`src/rtl/ecc_rpt_pkg.sv`:
```
package ecc_rpt_pkg;

    localparam int ECC_ADDR_W = 32;
    localparam int ECC_ATTR_W = 8;
    localparam int ECC_REG_W  = 8;

    // flag positions inside logic [7:0] (MSB-first bit 2,3,6,7)
    localparam int POS_RAM_CORR   = 5;
    localparam int POS_FLASH_CORR = 4;
    localparam int POS_RAM_NC     = 1;
    localparam int POS_FLASH_NC   = 0;

    localparam logic [ECC_REG_W-1:0] FLAG_MASK =
        ECC_REG_W'((1 << POS_RAM_CORR) | (1 << POS_FLASH_CORR) |
                   (1 << POS_RAM_NC)   | (1 << POS_FLASH_NC));

    typedef enum logic [1:0] {
        SEL_ENABLE = 2'd0,
        SEL_STATUS = 2'd1,
        SEL_ADDR   = 2'd2,
        SEL_ATTR   = 2'd3
    } reg_sel_e;

    typedef struct packed {
        logic                  valid;
        logic [ECC_REG_W-1:0]  flag;
        logic [ECC_ADDR_W-1:0] addr;
        logic [ECC_ATTR_W-1:0] attr;
    } ecc_evt_t;

    function automatic logic [ECC_REG_W-1:0] pos_bit(input int pos);
        return ECC_REG_W'(1) << pos;
    endfunction

endpackage

```
`src/rtl/ecc_event_arbiter.sv`:
```
module ecc_event_arbiter
    import ecc_rpt_pkg::*;
(
    input  logic [ECC_REG_W-1:0]  enable,
    input  logic                  ram_evt,
    input  logic                  ram_uncorr,
    input  logic [ECC_ADDR_W-1:0] ram_addr,
    input  logic [ECC_ATTR_W-1:0] ram_attr,
    input  logic                  flash_evt,
    input  logic                  flash_uncorr,
    input  logic [ECC_ADDR_W-1:0] flash_addr,
    input  logic [ECC_ATTR_W-1:0] flash_attr,
    output ecc_evt_t              picked
);
    localparam int N_CAND = 4;

    ecc_evt_t cand [N_CAND];

    // candidates listed in precedence order, index 0 highest
    always_comb begin
        cand[0] = '{valid: ram_evt & ram_uncorr,     flag: pos_bit(POS_RAM_NC),
                    addr: ram_addr,   attr: ram_attr};
        cand[1] = '{valid: flash_evt & flash_uncorr, flag: pos_bit(POS_FLASH_NC),
                    addr: flash_addr, attr: flash_attr};
        cand[2] = '{valid: ram_evt & ~ram_uncorr,    flag: pos_bit(POS_RAM_CORR),
                    addr: ram_addr,   attr: ram_attr};
        cand[3] = '{valid: flash_evt & ~flash_uncorr, flag: pos_bit(POS_FLASH_CORR),
                    addr: flash_addr, attr: flash_attr};
    end

    always_comb begin
        picked = '0;
        for (int i = N_CAND - 1; i >= 0; i--) begin
            if (cand[i].valid && |(cand[i].flag & enable)) begin
                picked = cand[i];
            end
        end
    end

endmodule

```
`src/rtl/ecc_status_bank.sv`:
```
module ecc_status_bank
    import ecc_rpt_pkg::*;
(
    input  logic                  clk,
    input  logic                  rst,
    input  ecc_evt_t              evt,
    input  logic                  clr_we,
    input  logic [ECC_REG_W-1:0]  clr_mask,
    output logic [ECC_REG_W-1:0]  flags,
    output logic [ECC_ADDR_W-1:0] cap_addr,
    output logic [ECC_ATTR_W-1:0] cap_attr
);
    always_ff @(posedge clk) begin
        if (rst) begin
            flags    <= '0;
            cap_addr <= '0;
            cap_attr <= '0;
        end else if (evt.valid) begin
            flags    <= evt.flag & FLAG_MASK;
            cap_addr <= evt.addr;
            cap_attr <= evt.attr;
        end else if (clr_we) begin
            flags    <= flags & ~clr_mask;
        end
    end

    assert_one_flag_R5: assert property (@(posedge clk) disable iff (rst)
        $onehot0(flags));

    assert_capture_R5: assert property (@(posedge clk) disable iff (rst)
        evt.valid |=> (flags == ($past(evt.flag) & FLAG_MASK)) &&
                      (cap_addr == $past(evt.addr)) && (cap_attr == $past(evt.attr)));

    assert_idle_hold_R4: assert property (@(posedge clk) disable iff (rst)
        (!evt.valid && !clr_we) |=> $stable(flags) && $stable(cap_addr) && $stable(cap_attr));

    assert_event_wins_R8: assert property (@(posedge clk) disable iff (rst)
        (evt.valid && clr_we) |=> (flags != '0));

    assert_clear_keeps_capture_R6: assert property (@(posedge clk) disable iff (rst)
        (!evt.valid && clr_we) |=> $stable(cap_addr) && $stable(cap_attr));

endmodule

```
`src/rtl/ecc_irq_gen.sv`:
```
module ecc_irq_gen
    import ecc_rpt_pkg::*;
(
    input  logic                 clk,
    input  logic                 rst,
    input  logic [ECC_REG_W-1:0] enable,
    input  logic [ECC_REG_W-1:0] flags,
    output logic                 irq_corrected,
    output logic                 irq_ram_fatal,
    output logic                 irq_flash_fatal,
    output logic                 irq_fatal,
    output logic                 irq_any
);
    logic [ECC_REG_W-1:0] live;

    always_comb begin
        live            = enable & flags & FLAG_MASK;
        irq_corrected   = live[POS_RAM_CORR] | live[POS_FLASH_CORR];
        irq_ram_fatal   = live[POS_RAM_NC];
        irq_flash_fatal = live[POS_FLASH_NC];
        irq_fatal       = irq_ram_fatal | irq_flash_fatal;
        irq_any         = irq_corrected | irq_fatal;
    end

    assert_irq_needs_flag_R11: assert property (@(posedge clk) disable iff (rst)
        irq_any |-> ($countones(flags) == 1));

    assert_corr_source_R9: assert property (@(posedge clk) disable iff (rst)
        irq_corrected |-> (flags[POS_RAM_CORR] | flags[POS_FLASH_CORR]));

    assert_fatal_exclusive_R10: assert property (@(posedge clk) disable iff (rst)
        !(irq_ram_fatal && irq_flash_fatal));

endmodule

```
`src/rtl/ecc_event_reporter.sv`:
```
module ecc_event_reporter
    import ecc_rpt_pkg::*;
(
    input  logic                  clk,
    input  logic                  rst,
    input  logic [1:0]            reg_sel,
    input  logic                  reg_we,
    input  logic [7:0]            reg_wdata,
    output logic [31:0]           reg_rdata,
    input  logic                  ram_evt,
    input  logic                  ram_evt_uncorr,
    input  logic [31:0]           ram_evt_addr,
    input  logic [7:0]            ram_evt_attr,
    input  logic                  flash_evt,
    input  logic                  flash_evt_uncorr,
    input  logic [31:0]           flash_evt_addr,
    input  logic [7:0]            flash_evt_attr,
    output logic                  irq_corrected,
    output logic                  irq_ram_fatal,
    output logic                  irq_flash_fatal,
    output logic                  irq_fatal,
    output logic                  irq_any
);
    localparam int RD_W = (ECC_ADDR_W > ECC_REG_W) ? ECC_ADDR_W : ECC_REG_W;

    reg_sel_e              sel;
    logic [ECC_REG_W-1:0]  enable_q;
    logic [ECC_REG_W-1:0]  flags;
    logic [ECC_ADDR_W-1:0] cap_addr;
    logic [ECC_ATTR_W-1:0] cap_attr;
    ecc_evt_t              picked;
    logic                  wr_enable;
    logic                  wr_status;

    assign sel       = reg_sel_e'(reg_sel);
    assign wr_enable = reg_we && (sel == SEL_ENABLE);
    assign wr_status = reg_we && (sel == SEL_STATUS);

    always_ff @(posedge clk) begin
        if (rst) begin
            enable_q <= '0;
        end else if (wr_enable) begin
            enable_q <= reg_wdata;
        end
    end

    ecc_event_arbiter u_arb (
        .enable       (enable_q),
        .ram_evt      (ram_evt),
        .ram_uncorr   (ram_evt_uncorr),
        .ram_addr     (ram_evt_addr),
        .ram_attr     (ram_evt_attr),
        .flash_evt    (flash_evt),
        .flash_uncorr (flash_evt_uncorr),
        .flash_addr   (flash_evt_addr),
        .flash_attr   (flash_evt_attr),
        .picked       (picked)
    );

    ecc_status_bank u_bank (
        .clk      (clk),
        .rst      (rst),
        .evt      (picked),
        .clr_we   (wr_status),
        .clr_mask (reg_wdata),
        .flags    (flags),
        .cap_addr (cap_addr),
        .cap_attr (cap_attr)
    );

    ecc_irq_gen u_irq (
        .clk             (clk),
        .rst             (rst),
        .enable          (enable_q),
        .flags           (flags),
        .irq_corrected   (irq_corrected),
        .irq_ram_fatal   (irq_ram_fatal),
        .irq_flash_fatal (irq_flash_fatal),
        .irq_fatal       (irq_fatal),
        .irq_any         (irq_any)
    );

    always_comb begin
        unique case (sel)
            SEL_ENABLE: reg_rdata = RD_W'(enable_q);
            SEL_STATUS: reg_rdata = RD_W'(flags);
            SEL_ADDR:   reg_rdata = RD_W'(cap_addr);
            SEL_ATTR:   reg_rdata = RD_W'(cap_attr);
            default:    reg_rdata = '0;
        endcase
    end

    assert_enable_write_R2: assert property (@(posedge clk) disable iff (rst)
        wr_enable |=> (enable_q == $past(reg_wdata)));

    assert_unused_zero_R3: assert property (@(posedge clk) disable iff (rst)
        (flags & ~FLAG_MASK) == '0);

    assert_disabled_ignored_R4: assert property (@(posedge clk) disable iff (rst)
        (!picked.valid && !wr_status) |=> $stable(flags));

endmodule

```
`config.mk`:
```
export PLATFORM = sky130hd
export DESIGN_NAME = ecc_event_reporter
export DESIGN_NICKNAME = d
export VERILOG_FILES = /design/src/rtl/ecc_rpt_pkg.sv /design/src/rtl/ecc_event_arbiter.sv /design/src/rtl/ecc_status_bank.sv /design/src/rtl/ecc_irq_gen.sv /design/src/rtl/ecc_event_reporter.sv
export SDC_FILE = /design/constraint.sdc
export NUM_CORES = 1
export LEC_CHECK = 0
export BUFFER_PORTS_ARGS = -buffer_cell sky130_fd_sc_hd__buf_2
export CAP_MARGIN = 20
export CORE_UTILIZATION = 45
export CTS_CLUSTER_SIZE = 12
export DETAILED_ROUTE_END_ITERATION = 6
export GPL_ROUTABILITY_DRIVEN = 0
export PLACE_DENSITY = 0.82
export SKIP_LAST_GASP = 1
export SLEW_MARGIN = 25
export SYNTH_ARGS = -nofsm -noshare
export SYNTH_HDL_FRONTEND = slang
export SYNTH_SLANG_ARGS = --single-unit
```
`constraint.sdc`:
```
create_clock -name clk -period 1.15 [get_ports clk]
set_input_delay 0.1725 -clock clk [delete_from_list [all_inputs] [get_ports clk]]
set_output_delay 0.1725 -clock clk [all_outputs]
set_load 0.01 [all_outputs]
```
==> out/results.ini <==
[clock_network]
clk_path_buf_depth=2
h-tree-depth=2
clk-insertion-delay-late_ps=310
clkTransAtPathRegs_ps=110
root_buffer=clkbuf_8
tritoncts=done
cts-buffers-inserted=5
clock_sinks=56

[status]
violations=negative setup slack
status=complete, but fails checks

[timing]
worst_slack_ps=-499
clock_skew_ps=6.80
setup_viol=85
period_needed_ps=1650
worstMarginPinSlew_ps=426
drv_slew=0
fin_crit_sh_pct=143
fmax_ghz=0.606
rsz0062_at_grt=true
relSlewSlack_pct=71.6
hold_viol=0

[logic_synthesis]
ys_types=38
synth_nets=442
netlist_instances=345
synth_area_mm2=0.00348
ys.flop_type=dfxtp_1
synth_edf_count=0
synth_warnings=0
synth_seq_cells=56
avgSynthCellArea_um2=10.1
ys_seq_area_share_pct=32.2
async_flop_share_pct=0

[setup_path]
worst-setup-path-type=reg -> out
cp.arrival_ps=1480
start_kind=flop
reg2reg_depth=5
worstReg2RegStart=enable_q[4]
worstPathMaxFanout=3
critPathLaunch=enable_q[4]
required_ps=980
crit_path_end_kind=primary output

[die]
io_pins=134
die_x_um=89.9
start_util_pct=47.2
row_count=31
core-area_mm2=0.00737
dieHeight_um=89.9
dieArea_mm2=0.00809

[worst_hold_path]
hp-class=in -> reg
hold_depth=3
hp-start=flash_evt_addr[7]

[global_routing]
grt_max_degree=30
track_usage_pct=28.1
grt_pass1_vias=3606
grt-ovfl-total=0
antenna_found_initial=0
grt_first_pass_wirelength_um=18100

[placement]
hpwl_um=7260
post-place-cells=572
port_buffers=133

[detailed_routing]
drtIter0Drc=338
first_pass_iters=6
remaining_drc_errors=0
finalWirelength_um=13000
wl_per_cell_um=21.3
via_count=3796
antenna_left=0
vias_per_cell=6.22

[pwr]
power_per_cell_area_mw_per_mm2=831
vdd_ir_drop_max_v=0.000566
p_leak_nw=2.60
total_power_mw=4.60

[finish]
fill_cells=472
multi_input_area_mm2=0.00210
ff_latch_area_mm2=0.00114
fin_cells=610
diodes=0
drive_gt1_share_pct=59.1
syn2layout_area_growth_pct=59.3
nets=607

[job]
maxCapViolCount=0

==> what timing repair did <==
item | 4_1_cts | 5_1_grt
setup endpoints to repair | 85 | 82
buffers inserted | 11 | 3
hold buffers | 0 | 0
hold endpoints to repair | 0 | 0
pin swaps | 13 | 38
cloned | 10 | 7
gates resized for setup | 44 | 55
==> path summary, 6_finish.rpt <==
path         slack (ps)                  end
max                -500              irq_any
min                  90   u_bank.cap_addr[7]
max reg2reg        -440  u_bank.cap_addr[11]
min reg2reg         490      u_bank.flags[2]
==> registers in the layout, summed over array words and instances (netlist names) <==
signal and flops:
u_bank.flags 8, enable_q 8, u_bank.cap_addr 32, u_bank.cap_attr 8
==> cell usage after synthesis, types with 2 or more instances <==
master    instances  area, um^2
nand2_1           6        22.5
a221oi_2         41         616
mux2i_1           8        80.1
a222oi_1         40         400
and2_1           26         163
mux4_2            8         180
buf_2            17        85.1
nor2b_1          42         263
clkbuf_1         18        67.6
buf_6             4        45.0
nor2_1            9        33.8
and3_1            5        31.3
mux2_4            2        30.0
dfxtp_1          56        1120
inv_1            40         150
==> layer usage <==
layer,up-vias,GRT usage [%],wire length (um)
met2,261,50.8,6700
met5,-,0,0
met4,0,12.1,639
met1,1822,32.3,4690
li1,1667,-,-
met3,46,4.99,965
==> cells in the final DEF, fill, tap and decap left out, drive strengths merged, types with 2 or more instances in the layout <==
| cell | n |
|---|---|
| dfxtp | 56 |
| mux4 | 8 |
| buf | 192 |
| mux2 | 2 |
| mux2i | 8 |
| nand2b | 2 |
| nor2b | 42 |
| nand2 | 6 |
| a221oi | 41 |
| and3 | 5 |
| a222oi | 40 |
| inv | 42 |
| and2 | 26 |
| nor2 | 9 |
| clkbuf | 11 |
==> area by class of cell <==
type,count,area share [%]
Inverter,41,2.78
Sequential cell,56,20.5
Tap cell,99,2.24
Clock inverter,3,0.836
Multi-Input combinational cell,208,37.9
Clock buffer,5,1.24
Timing Repair Buffer,198,34.4
==> where the power goes <==
| part | switching (mW) | internal, mW |
|---|---|---|
| registers | 0.0616 | 2.02 |
| clock network | 0.686 | 0.657 |
| logic | 0.549 | 0.624 |
==> worst max-delay path, stage by stage (launching register included) <==
cell and delay (ps):
dfxtp_2 350, buf_6 120, a22o_1 230, or3_1 310, buf_2 150
==> metrics by stage <==
stage | cell area, um^2 | util, % | hold slack [ps] | TNS (ps) | worst slack [ps]
floorplan | 3510 | - | 319 | -5290 | -128
global placement | 4510 | 61.2 | 428 | -12240 | -264
detailed placement | 4510 | 61.2 | 430 | -13870 | -245
CTS | 5140 | 69.7 | 83.9 | -21910 | -455
global route | 5540 | 75.2 | 88.2 | -26360 | -517
finish | 5540 | 75.2 | 94.9 | -23790 | -499
==> kinds of logic after synthesis <==
| logic type | count (synthesis) | share of synthesized area (%) |
|---|---|---|
| simple gates | 98 | 17.0 |
| mux | 18 | 8.35 |
| buf+inv | 81 | 10.3 |
| flops | 56 | 32.2 |
| compound gates | 92 | 32.1 |
No activity file was read; power rests on OpenSTA's default activity.
